==> config.mk <==
export PLATFORM = sky130hd
export DESIGN_NAME = spi_m1_target
export DESIGN_NICKNAME = d
export VERILOG_FILES = /design/src/rtl/spi_m1_pkg.sv /design/src/rtl/spi_m1_sync_edge.sv /design/src/rtl/spi_m1_tx.sv /design/src/rtl/spi_m1_rx.sv /design/src/rtl/spi_m1_target.sv
export SDC_FILE = /design/constraint.sdc
export NUM_CORES = 1
export LEC_CHECK = 0
export BUFFER_PORTS_ARGS = -buffer_cell sky130_fd_sc_hd__buf_2
export CAP_MARGIN = 25
export CORE_MARGIN = 5
export CORE_UTILIZATION = 47
export CTS_CLUSTER_DIAMETER = 50
export DETAILED_ROUTE_END_ITERATION = 7
export GPL_TIMING_DRIVEN = 0
export PLACE_DENSITY = 0.72
export SLEW_MARGIN = 10
export SYNTH_ARGS = -nofsm -noshare
export SYNTH_HDL_FRONTEND = slang
export SYNTH_SLANG_ARGS = --single-unit
==> constraint.sdc <==
create_clock -name clk_i -period 4.17 [get_ports clk_i]
set_input_delay 1.0425 -clock clk_i [delete_from_list [all_inputs] [get_ports clk_i]]
set_output_delay 1.0425 -clock clk_i [all_outputs]
set_load 0.005 [all_outputs]
==> src/rtl/spi_m1_pkg.sv <==
package spi_m1_pkg;

   // Synchronized level of one pin plus its detected edges.
   typedef struct packed {
      logic lvl;
      logic rise;
      logic fall;
   } edge_t;

endpackage

==> src/rtl/spi_m1_sync_edge.sv <==
module spi_m1_sync_edge
   import spi_m1_pkg::*;
#(
   parameter int          STAGES  = 2,
   parameter logic        RST_VAL = 1'b0
) (
   input  logic  clk_i,
   input  logic  rst_i,
   input  logic  d_i,
   output edge_t ev_o
);

   localparam int LAST = STAGES - 1;

   // a chain shorter than two flops gives no metastability margin
   if (STAGES < 2) begin : g_bad_stages
      $error("spi_m1_sync_edge: STAGES must be at least 2");
   end

   logic [LAST:0] chain_q;
   logic          prev_q;

   always_ff @(posedge clk_i or posedge rst_i) begin
      if (rst_i) begin
         chain_q <= {STAGES{RST_VAL}};
         prev_q  <= RST_VAL;
      end else begin
         chain_q <= {chain_q[LAST-1:0], d_i};
         prev_q  <= chain_q[LAST];
      end
   end

   always_comb begin
      ev_o.lvl  = chain_q[LAST];
      ev_o.rise = chain_q[LAST] & ~prev_q;
      ev_o.fall = ~chain_q[LAST] & prev_q;
   end

endmodule

==> src/rtl/spi_m1_tx.sv <==
module spi_m1_tx #(
   parameter int WORD_W = 8
) (
   input  logic              clk_i,
   input  logic              rst_i,
   input  logic              sel_fall_i,
   input  logic              active_i,
   input  logic              sck_rise_i,
   input  logic [WORD_W-1:0] rd_word_i,
   output logic              bit_o
);

   localparam int MSB = WORD_W - 1;

   logic [MSB:0] tx_sr_q;
   logic         bit_q;
   logic [MSB:0] tx_next;

   // Shift left and fill with zeros; a 1-bit word simply empties.
   if (WORD_W == 1) begin : g_one
      assign tx_next = 1'b0;
   end else begin : g_many
      assign tx_next = {tx_sr_q[MSB-1:0], 1'b0};
   end

   always_ff @(posedge clk_i or posedge rst_i) begin
      if (rst_i) begin
         tx_sr_q <= '0;
         bit_q   <= 1'b0;
      end else if (sel_fall_i) begin
         tx_sr_q <= rd_word_i;
         bit_q   <= 1'b0;
      end else if (active_i && sck_rise_i) begin
         bit_q   <= tx_sr_q[MSB];
         tx_sr_q <= tx_next;
      end
   end

   assign bit_o = bit_q;

   a_r3_snapshot: assert property (@(posedge clk_i) disable iff (rst_i)
      sel_fall_i |=> (tx_sr_q == $past(rd_word_i)));

   a_r4_shift_out: assert property (@(posedge clk_i) disable iff (rst_i)
      (active_i && sck_rise_i && !sel_fall_i) |=> (bit_q == $past(tx_sr_q[MSB])));

endmodule

==> src/rtl/spi_m1_rx.sv <==
module spi_m1_rx #(
   parameter int WORD_W = 8
) (
   input  logic              clk_i,
   input  logic              rst_i,
   input  logic              sel_fall_i,
   input  logic              sel_rise_i,
   input  logic              active_i,
   input  logic              sck_fall_i,
   input  logic              mosi_i,
   output logic [WORD_W-1:0] wr_word_o,
   output logic              done_o
);

   localparam int MSB = WORD_W - 1;

   logic [MSB:0] rx_sr_q;
   logic [MSB:0] rx_next;
   logic [MSB:0] wr_q;
   logic         done_q;

   if (WORD_W == 1) begin : g_one
      assign rx_next = mosi_i;
   end else begin : g_many
      assign rx_next = {rx_sr_q[MSB-1:0], mosi_i};
   end

   always_ff @(posedge clk_i or posedge rst_i) begin
      if (rst_i) begin
         rx_sr_q <= '0;
      end else if (sel_fall_i) begin
         rx_sr_q <= '0;
      end else if (active_i && sck_fall_i) begin
         rx_sr_q <= rx_next;
      end
   end

   always_ff @(posedge clk_i or posedge rst_i) begin
      if (rst_i) begin
         wr_q   <= '0;
         done_q <= 1'b0;
      end else begin
         done_q <= sel_rise_i;
         if (sel_rise_i) wr_q <= rx_sr_q;
      end
   end

   assign wr_word_o = wr_q;
   assign done_o    = done_q;

   a_r8_done_single: assert property (@(posedge clk_i) disable iff (rst_i)
      done_q |=> !done_q);

   a_r8_done_after_rise: assert property (@(posedge clk_i) disable iff (rst_i)
      done_q |-> $past(sel_rise_i));

   a_r7_wr_hold: assert property (@(posedge clk_i) disable iff (rst_i)
      !done_q |-> $stable(wr_q));

   a_r5_shift_in: assert property (@(posedge clk_i) disable iff (rst_i)
      (active_i && sck_fall_i && !sel_fall_i) |=> (rx_sr_q[0] == $past(mosi_i)));

endmodule

==> src/rtl/spi_m1_target.sv <==
module spi_m1_target
   import spi_m1_pkg::*;
#(
   parameter int WORD_W      = 8,
   parameter int SYNC_STAGES = 2
) (
   input  logic              clk_i,
   input  logic              rst_i,
   input  logic              sel_n_i,
   input  logic              sck_i,
   input  logic              mosi_i,
   output logic              miso_o,
   input  logic [WORD_W-1:0] rd_word_i,
   output logic [WORD_W-1:0] wr_word_o,
   output logic              wr_done_o
);

   // elaboration-time parameter checks
   if (WORD_W < 1) begin : g_bad_width
      $error("spi_m1_target: WORD_W must be at least 1");
   end

   edge_t sel_ev, sck_ev, mosi_ev;
   logic  active;
   logic  tx_bit;

   spi_m1_sync_edge #(.STAGES(SYNC_STAGES), .RST_VAL(1'b1)) u_sync_sel (
      .clk_i(clk_i), .rst_i(rst_i), .d_i(sel_n_i), .ev_o(sel_ev));

   spi_m1_sync_edge #(.STAGES(SYNC_STAGES), .RST_VAL(1'b0)) u_sync_sck (
      .clk_i(clk_i), .rst_i(rst_i), .d_i(sck_i), .ev_o(sck_ev));

   spi_m1_sync_edge #(.STAGES(SYNC_STAGES), .RST_VAL(1'b0)) u_sync_mosi (
      .clk_i(clk_i), .rst_i(rst_i), .d_i(mosi_i), .ev_o(mosi_ev));

   assign active = ~sel_ev.lvl;

   spi_m1_tx #(.WORD_W(WORD_W)) u_tx (
      .clk_i      (clk_i),
      .rst_i      (rst_i),
      .sel_fall_i (sel_ev.rise == 1'b0 && sel_ev.fall),
      .active_i   (active),
      .sck_rise_i (sck_ev.rise),
      .rd_word_i  (rd_word_i),
      .bit_o      (tx_bit));

   spi_m1_rx #(.WORD_W(WORD_W)) u_rx (
      .clk_i      (clk_i),
      .rst_i      (rst_i),
      .sel_fall_i (sel_ev.fall),
      .sel_rise_i (sel_ev.rise),
      .active_i   (active),
      .sck_fall_i (sck_ev.fall),
      .mosi_i     (mosi_ev.lvl),
      .wr_word_o  (wr_word_o),
      .done_o     (wr_done_o));

   assign miso_o = active & tx_bit;

   // two cycles after synchronized select goes inactive, MISO is quiet
   a_r2_miso_idle: assert property (@(posedge clk_i) disable iff (rst_i)
      (sel_ev.lvl && $past(sel_ev.lvl)) |-> !miso_o);

endmodule

==> results of run 1 <==
-- power by group through the flow --
stage | clock [mW] | sequential [mW] | combinational (mW)
floorplan | 0 | 0.365 | 0.0327
global placement | 0 | 0.367 | 0.0453
detailed placement | 0 | 0.368 | 0.0503
CTS | 0.173 | 0.362 | 0.0504
global route | 0.193 | 0.364 | 0.0564
finish | 0.166 | 0.362 | 0.0489
-- flip-flops by register name (all words and copies together), names as in the netlist --
| signal | cells |
|---|---|
| u_sync_sel.prev_q | 1 |
| u_rx.wr_word_o | 8 |
| u_rx.rx_sr_q | 8 |
| u_sync_mosi.chain_q | 2 |
| u_sync_sck.prev_q | 1 |
| u_tx.tx_sr_q | 8 |
| u_sync_sel.chain_q | 2 |
| u_rx.done_o | 1 |
| u_tx.bit_o | 1 |
| u_sync_sck.chain_q | 2 |
-- layer usage --
metal | vias to the layer above | track usage, % | share of wire (%)
li1 | 383 | - | -
met1 | 404 | 14.2 | 42
met2 | 15 | 20.1 | 50
met3 | 2 | 6.47 | 7.1
met4 | 0 | 4.77 | 0.91
met5 | - | 0 | 0
-- Yosys cell counts --
library cell   n  area (um^2)
a22oi_1        1         7.51
and2_1         5         31.3
nand3b_1       1         7.51
a21oi_1        1         5.00
dfrtp_1       31          776
a221o_1        5         50.1
nand2b_1       2         12.5
nor3b_4        1         18.8
dfstp_2        3         78.8
mux2_2         8         90.1
nor3b_1        1         7.51
nor2_1         9         33.8
nand2_1        3         11.3
nor2b_1        2         12.5
nor2_2         1         6.26
buf_2          3         15.0
mux2i_1       10          100
inv_1          2         7.51
and2b_1        1         7.51
o21ai_0        3         15.0
-- cell usage in the layout (no fill, tap or decap) --
master and count:
nor2_2 1, mux2i_1 10, a221o_1 5, nor2_1 9
buf_2 25, nor2b_1 2, and2b_1 1, mux2_2 8
nand3b_1 1, buf_16 1, nor3b_1 1, nand2_1 3
inv_1 2, dfstp_2 3, and2_1 5, o21ai_0 3
clkbuf_4 5, a22oi_1 1, clkbuf_1 3, nor3b_4 1
dfrtp_1 31, a21oi_1 1, nand2b_1 2
-- layout make-up --
cell class | count | area (um^2)
fill | 238 | 1170
sequential | 34 | 855
multi-input combinational | 54 | 417
timing repair buffer | 23 | 138
clock buffer | 8 | 48.8
tap | 31 | 38.8
buffer | 3 | 15.0
inverter | 2 | 7.51
-- how the worst max path moves through the flow --
| stage | from | to | slack, ns |
|---|---|---|---|
| 2_1_floorplan | rst_i | u_rx.done_o$_DFF_PP0_ | 2.38 |
| 3_3_place_gp | rst_i | u_rx.wr_word_o[2]$_DFFE_PP0P_ | 1.99 |
| 3_5_place_dp | rst_i | u_sync_sel.chain_q[0]$_DFF_PP1_ | 2.31 |
| 4_1_cts | u_sync_sel.chain_q[1]$_DFF_PP1_ | miso_o | 1.96 |
| 5_1_grt | u_sync_sel.chain_q[1]$_DFF_PP1_ | miso_o | 1.90 |
| 6_report | u_sync_sel.chain_q[1]$_DFF_PP1_ | miso_o | 1.97 |
-- metrics by stage --
| stage | worst slack [ns] | power [mW] | cell area (um^2) |
|---|---|---|---|
| after floorplan | 2.38 | 0.397 | 1290 |
| after global placement | 1.99 | 0.412 | 1440 |
| after detailed placement | 2.31 | 0.418 | 1470 |
| after CTS | 1.96 | 0.585 | 1520 |
| after global routing | 1.90 | 0.614 | 1520 |
| final | 1.97 | 0.577 | 1520 |
-- kinds of logic (layout without fill, tap and decap cells) --
family          count (synthesis)  after routing
compound gates                 10             10
mux                            18             18
simple gates                   26             26
buf+inv                         5             36
flops                          34             34
==> Implementation_results.wiki, run 1 <==
{| class="wikitable"
! Metric !! Value
|-
| Outcome || finished clean
|-
| Crit. path cell count || 2
|-
| Count of different cell masters after synthesis || 20
|-
| Xor-xnor portion of the synthesized cell area || 0%
|-
| Post-synthesis instance area || 1290 um^2
|-
| Share of synthesized cell area in full adder, half adder and majority cells || 0%
|-
| Final TNS setup || 0 ns
|-
| Transition time at the pin with the least slew margin || about 0.75 ns
|-
| Skew-Pair Late Insertion Delay || 0.32 ns
|-
| Final standard cell utilization of the core || a little under three fifths
|-
| Largest net degree at the start of global routing || 19
|-
| Sequential cell fraction of total power || between 60% and 70%
|-
| Placeable core area || 2690 um^2
|-
| Residual overflow from global routing || 0
|-
| First-pass GRT wire length || approximately 3900 um
|-
| CTS Buf Count || 5
|-
| Total inserted antenna cells || 0
|-
| Area enclosed by the die boundary || 3900 um^2
|-
| Number of port buffers || 22
|-
| Share of the cycle needed by the critical path after routing || 52.7%
|-
| Relative max-transition margin || between 40 and 50%
|-
| Reg-to-reg setup timing slack || 2.62 ns
|-
| Crit path largest cell delay || 0.64 ns
|-
| Warnings from Yosys || 0
|-
| Fraction of the mapped netlist area in simple logic gates || 11.5%
|-
| Synth-to-Final Area Change || 17.4%
|-
| Hold path startpoint || u_sync_sel.chain_q[0]$_DFF_PP1_
|-
| Setup violation total in the final timing report || 0
|-
| Number of rows created at floorplan || 19
|-
| GRT Overall Usage || 12.6%
|-
| Worst reg2reg path endpoint || u_tx.tx_sr_q[1]$_DFFE_PP0P_
|-
| Initial detailed-routing violation count || 4
|-
| Final weighted congestion in routability-driven placement || approximately 0.75
|-
| Initial antenna violation count || 0
|-
| Switching power total || around 0.13 mW
|-
| Die outline height || 62.5 um
|-
| Data arrival time at the worst-slack endpoint || 1.15 ns
|-
| CTS clock-pin slew for the worst setup and hold paths || 0.10 ns
|-
| MaxCap Viol Count || 0
|-
| Sink Count || 34
|-
| FMAX || 455 MHz
|-
| Routed wire per std cell || 13.5 um
|-
| Switching fraction of total power || approximately a quarter
|-
| Antenna viol nets, final || 0
|-
| Post-CTS setup buffer count || 0
|-
| Power density relative to cell area || between 300 and 400 nW/um^2
|-
| Starting density of the core || 48.2%
|-
| Resize count post-CTS || 0
|-
| Reported leakage power || ~0.77 nW
|-
| Setup repair after global routing missed its margin || no
|-
| Power Internal || 0.442 mW
|-
| Mux share of post-synthesis cell area || 14.7%
|-
| End point of the most critical hold path || u_sync_sel.chain_q[1]$_DFF_PP1_
|-
| I/O pin total || 23
|-
| Via-to-Cell Ratio || 5.19
|-
| Hold buffer count at CTS || 0
|-
| Non-filler cells in the finished layout || between 150 and 200
|-
| Total number of vias || 804
|-
| Final Net Count || ~140
|-
| R2R depth || 3
|-
| Worst-case clock buffer depth || 2
|-
| Part of the total power dissipated in combinational logic || around 8.5%
|-
| Routed wire length || roughly 2100 um
|-
| Proportion of synthesized chip area in sequential cells || 66.1%
|-
| Fraction of layout cells with a size suffix above 1 || 35.5%
|-
| Clock root cell || clkbuf_4
|-
| Total DRC errors in the routed layout || 0
|-
| Post-route clock skew || 0.00695 ns
|-
| CP max stage cell || dfstp_2
|-
| Number of cells produced by synthesis || 93
|-
| Final max-slew violation count || 0
|-
| Post-detailed-placement half-perimeter wirelength || 1530 um
|-
| Compound-Gate Fraction of Synth Area || 6.00%
|-
| Maximum net fanout on the critical path || 8
|-
| TritonCTS clock tree || done
|-
| Count of buffering cells on the critical path with inverters included || 1
|-
| Via count of the first global-routing pass || 863
|-
| Die width || between 60 and 70 um
|-
| Data required time at the worst endpoint || 3.13 ns
|-
| Critical path endpoint category || output port
|-
| Largest family of logic cells by synthesized area || multiplexers
|-
| Syn_nets || 106
|-
| Number of detailed-routing iterations run before antenna repair || 3
|-
| WS Path Type || flip-flop to output port
|-
| Synthesized area per cell || 13.9 um^2
|-
| Worst reg2reg startpoint || u_sync_sel.prev_q$_DFF_PP1_
|-
| # H-tree levels || 2
|-
| Cell family contributing the most delay on the critical path || flip-flops
|-
| Worst vdd ir || around 0.00028 V
|-
| Crit path launch type || flip-flop
|-
| Final worst path period need || about 2.2 ns
|-
| Cells on Worst Hold Path || 0
|-
| Number of instances in the placed design || 147
|-
| Flip-flop and latch count after synthesis || 34
|-
| Hold Fails Final Rpt || 0
|-
| Worst Hold Margin || 0.351 ns
|-
| Clock network fraction of design power || 28.8%
|-
| Cells traversed along the worst timing path || nor2b_1, buf_2
|-
| Hold crit path type || flip-flop to flip-flop
|}
Power figures use the tool's default switching activity.
==> inputs of run 2 (changes only) <==
- ABC_AREA: not set -> 1
- PLACE_DENSITY: 0.72 -> 0.71
- clock period: 4.17 -> 2.3 ns (I/O delays scaled with it)
==> Implementation_results.wiki, run 2 <==
{| class="wikitable"
! Metric !! Value
|-
| Maximum net fanout on the critical path || 5 (-3)
|-
| Skew-Pair Late Insertion Delay || 0.33 ns (about the same)
|-
| Post-detailed-placement half-perimeter wirelength || 1850 um (+21%)
|-
| GR Layer Usage met3 || 5.18% (-1.3 points)
|-
| Via count of the first global-routing pass || 1012 (+17%)
|-
| Die outline height || 64.6 um (+3.5%)
|-
| Cells traversed along the worst timing path || nor2_1, buf_2
|-
| Area enclosed by the die boundary || 4180 um^2 (+7.1%)
|-
| Total DRC errors in the routed layout || 0 (unchanged)
|-
| Number of detailed-routing iterations run before antenna repair || 4 (+1)
|-
| Hold Fails Final Rpt || 0 (unchanged)
|-
| Crit path largest cell delay || 0.60 ns (-0.04 ns)
|-
| Largest net degree at the start of global routing || 24 (+5)
|-
| Hold buffer count at CTS || 0 (unchanged)
|-
| Antenna viol nets, final || 0 (unchanged)
|-
| Resize count post-CTS || 0 (unchanged)
|-
| FMAX || 599 MHz
|-
| Share of Yosys cell area claimed by the top area cell type || 55.3% (-4.7 points)
|-
| Total number of vias || 1053 (+31%)
|-
| Routed wire per std cell || 11.3 um (-17%)
|-
| Fraction of layout cells with a size suffix above 1 || 23.4% (-12 points)
|-
| Count of flip-flops with a built-in enable after synthesis || 0 (unchanged)
|-
| Transition time at the pin with the least slew margin || 0.536 ns (-0.213 ns)
|-
| TritonCTS clock tree || done
|-
| Initial detailed-routing violation count || 63 (+59)
|-
| Number of instances in the placed design || 211 (+44%)
|-
| Starting density of the core || 50.0% (+1.8 points)
|-
| Residual overflow from global routing || 0 (unchanged)
|-
| Post-CTS setup buffer count || 0 (unchanged)
|-
| Number of cells produced by synthesis || 157 (+69%)
|-
| Setup repair after global routing missed its margin || no
|-
| Power density relative to cell area || 720 nW/um^2 (+90%)
|-
| Data arrival time at the worst-slack endpoint || 1.09 ns (-0.06 ns)
|-
| Most Crowded Layer GR || met2
|-
| Number of port buffers || 22 (unchanged)
|-
| Synthesized area per cell || 8.93 um^2 (-36%)
|-
| Reported leakage power || 0.942 nW (+23%)
|-
| CTS clock-pin slew for the worst setup and hold paths || 0.10 ns (about the same)
|-
| MaxCap Viol Count || 0 (unchanged)
|-
| Most common library cell in the layout ignoring fill and taps || nand2_1
|-
| Outcome || finished clean
|-
| CTS Buf Count || 5 (unchanged)
|-
| Met1 Use GR || 14.3% (+0.099 points)
|-
| Final weighted congestion in routability-driven placement || 0.771 (+3.1%)
|-
| Data required time at the worst endpoint || 1.73 ns (-1.40 ns)
|-
| Global routing usage on met2 || 23.6% (+3.5 points)
|-
| Main synth FF type || dfrtp_1
|-
| Most frequent cell after synthesis || nand2_1
|-
| Non-filler cells in the finished layout || 219 (+41%)
|-
| Syn_nets || 170 (+60%)
|-
| CP max stage cell || dfstp_2
|-
| Via-to-Cell Ratio || 4.81 (-7.3%)
|-
| Final Net Count || 200 (+47%)
|-
| Placeable core area || 2810 um^2 (+4.4%)
|-
| Total inserted antenna cells || 0 (unchanged)
|-
| Hold crit path type || input pin to async pin
|-
| Leading cell types by total area after synthesis || dfrtp_1 55%, nand2_1 17%, nand3_1 6.1%, dfstp_2 5.6%, inv_1 3.7%
|-
| Final max-slew violation count || 0 (unchanged)
|-
| Synth-to-Final Area Change || 18.2%
|-
| Flip-flop and latch count after synthesis || 34 (unchanged)
|-
| Setup violation total in the final timing report || 0 (unchanged)
|-
| Count of different cell masters after synthesis || 15 (-25%)
|-
| Most used cells in the layout excluding fill and tap cells || 65 x nand2_1, 31 x dfrtp_1, 23 x buf_2
|-
| Warnings from Yosys || 0 (unchanged)
|-
| Ranking of synthesized cells by instance count || 65 x nand2_1, 31 x dfrtp_1, 17 x nand3_1, 14 x inv_1, 9 x nor2_1
|-
| WS Path Type || flip-flop to output port
|-
| Die width || 64.6 um (+3.5%)
|-
| Worst vdd ir || 0.000407 V (+45%)
|-
| Share of the cycle needed by the critical path after routing || 72.6%
|-
| GRT Overall Usage || 13.5% (+0.92 points)
|-
| Number of rows created at floorplan || 19 (unchanged)
|-
| # H-tree levels || 2 (unchanged)
|-
| Final standard cell utilization of the core || 59.1% (+2.6 points)
|-
| Cell type contributing the most total cell area after synthesis || dfrtp_1
|-
| Final TNS setup || 0 ns (unchanged)
|-
| Final worst path period need || 1.67 ns
|-
| Sink Count || 34 (unchanged)
|-
| Post-route clock skew || 0.00514 ns (-0.00181 ns)
|-
| Crit path launch type || flip-flop
|-
| Post-synth ARST share || 100% (unchanged)
|-
| Initial antenna violation count || 0 (unchanged)
|-
| First-pass GRT wire length || 4240 um (+10%)
|-
| Routed wire length || 2460 um (+18%)
|-
| Worst-case clock buffer depth || 2 (unchanged)
|-
| Setup WS post-layout || 0.630 ns (-1.34 ns)
|-
| Clock root cell || clkbuf_4
|-
| I/O pin total || 23 (unchanged)
|-
| Placement-stage worst setup slack || 0.984 ns (-1.33 ns)
|-
| Post-synthesis instance area || 1400 um^2 (+8.4%)
|-
| Proportion of synthesized chip area in sequential cells || 60.9% (-5.1 points)
|-
| Critical path endpoint category || output port
|-
| Relative max-transition margin || 64.2% (+14 points)
|}
## run 2: cell types whose count changed after synthesis, sizes merged, moves of 3 or more
cell / previous run / this run
inv: 2 / 15
o21ai: 3 / 6
nand3: 0 / 18
and2: 5 / 0
nand2: 3 / 69
a221o: 5 / 0
mux2i: 10 / 0
mux2: 8 / 0
## run 2: worst max-delay path: cells and delay by family (launching register included)
kind / cells / cell delay [ns]
AND/OR/NAND/NOR: 1 / 0.06
flip-flops: 1 / 0.60
buffers and inverters: 1 / 0.12
## run 2: power breakdown
group          total, mW  switching (mW)  internal [mW]  leakage [nW]
Sequential         0.664          0.0224          0.641         0.440
Clock              0.399           0.190          0.209        0.0446
Combinational      0.131          0.0771         0.0539         0.458
## run 2: final cells by class
| type | instances | area, um^2 |
|---|---|---|
| Sequential cell | 34 | 855 |
| Clock buffer | 8 | 78.8 |
| Timing Repair Buffer | 23 | 138 |
| Inverter | 15 | 56.3 |
| Tap cell | 31 | 38.8 |
| Fill cell | 272 | 1150 |
| Buffer | 4 | 46.3 |
| Multi-Input combinational cell | 104 | 445 |
## run 2: kinds of logic (layout without fill, tap and decap cells)
logic type | count (synthesis) | after routing | share of synthesized area, %
AOI/OAI and AO/OA | 6 | 6 | 2.14
buffers and inverters | 19 | 50 | 7.31
DFF | 34 | 34 | 60.9
and+or+nand+nor | 98 | 98 | 29.6
## run 2: through the flow
step | instance area (um^2) | hold slack (ns) | power [mW]
floorplan | 1400 | 0.331 | 0.762
global placement | 1550 | 0.333 | 0.795
detailed placement | 1580 | 0.338 | 0.809
CTS | 1660 | 0.268 | 1.21
global route | 1660 | 0.312 | 1.26
finish | 1660 | 0.269 | 1.19
## run 2: path summary, 6_finish.rpt
| check | slack, ns | cells after the start | end | from |
|---|---|---|---|---|
| worst max-delay path | 0.63 | 2 | miso_o | u_sync_sel.chain_q[1]$_DFF_PP1_ |
| worst min-delay path | 0.27 | 2 | u_tx.tx_sr_q[6]$_DFFE_PP0P_ | rst_i |
| worst max register to register | 0.99 | 5 | u_tx.tx_sr_q[6]$_DFFE_PP0P_ | u_sync_sel.chain_q[1]$_DFF_PP1_ |
| worst min register to register | 0.36 | 0 | u_sync_mosi.chain_q[1]$_DFF_PP0_ | u_sync_mosi.chain_q[0]$_DFF_PP0_ |
| max in group asynchronous | 1.47 | 3 | u_sync_sel.chain_q[1]$_DFF_PP1_ | rst_i |
| min in group clk_i | 0.33 | 1 | u_sync_sel.chain_q[0]$_DFF_PP1_ | sel_n_i |
## run 2: layer usage
metal  vias to the layer above  routed length (um)
met2                        29                1220
met3                         6                 169
li1                        545                   -
met1                       473                1030
met5                         -                   0
met4                         0                  46
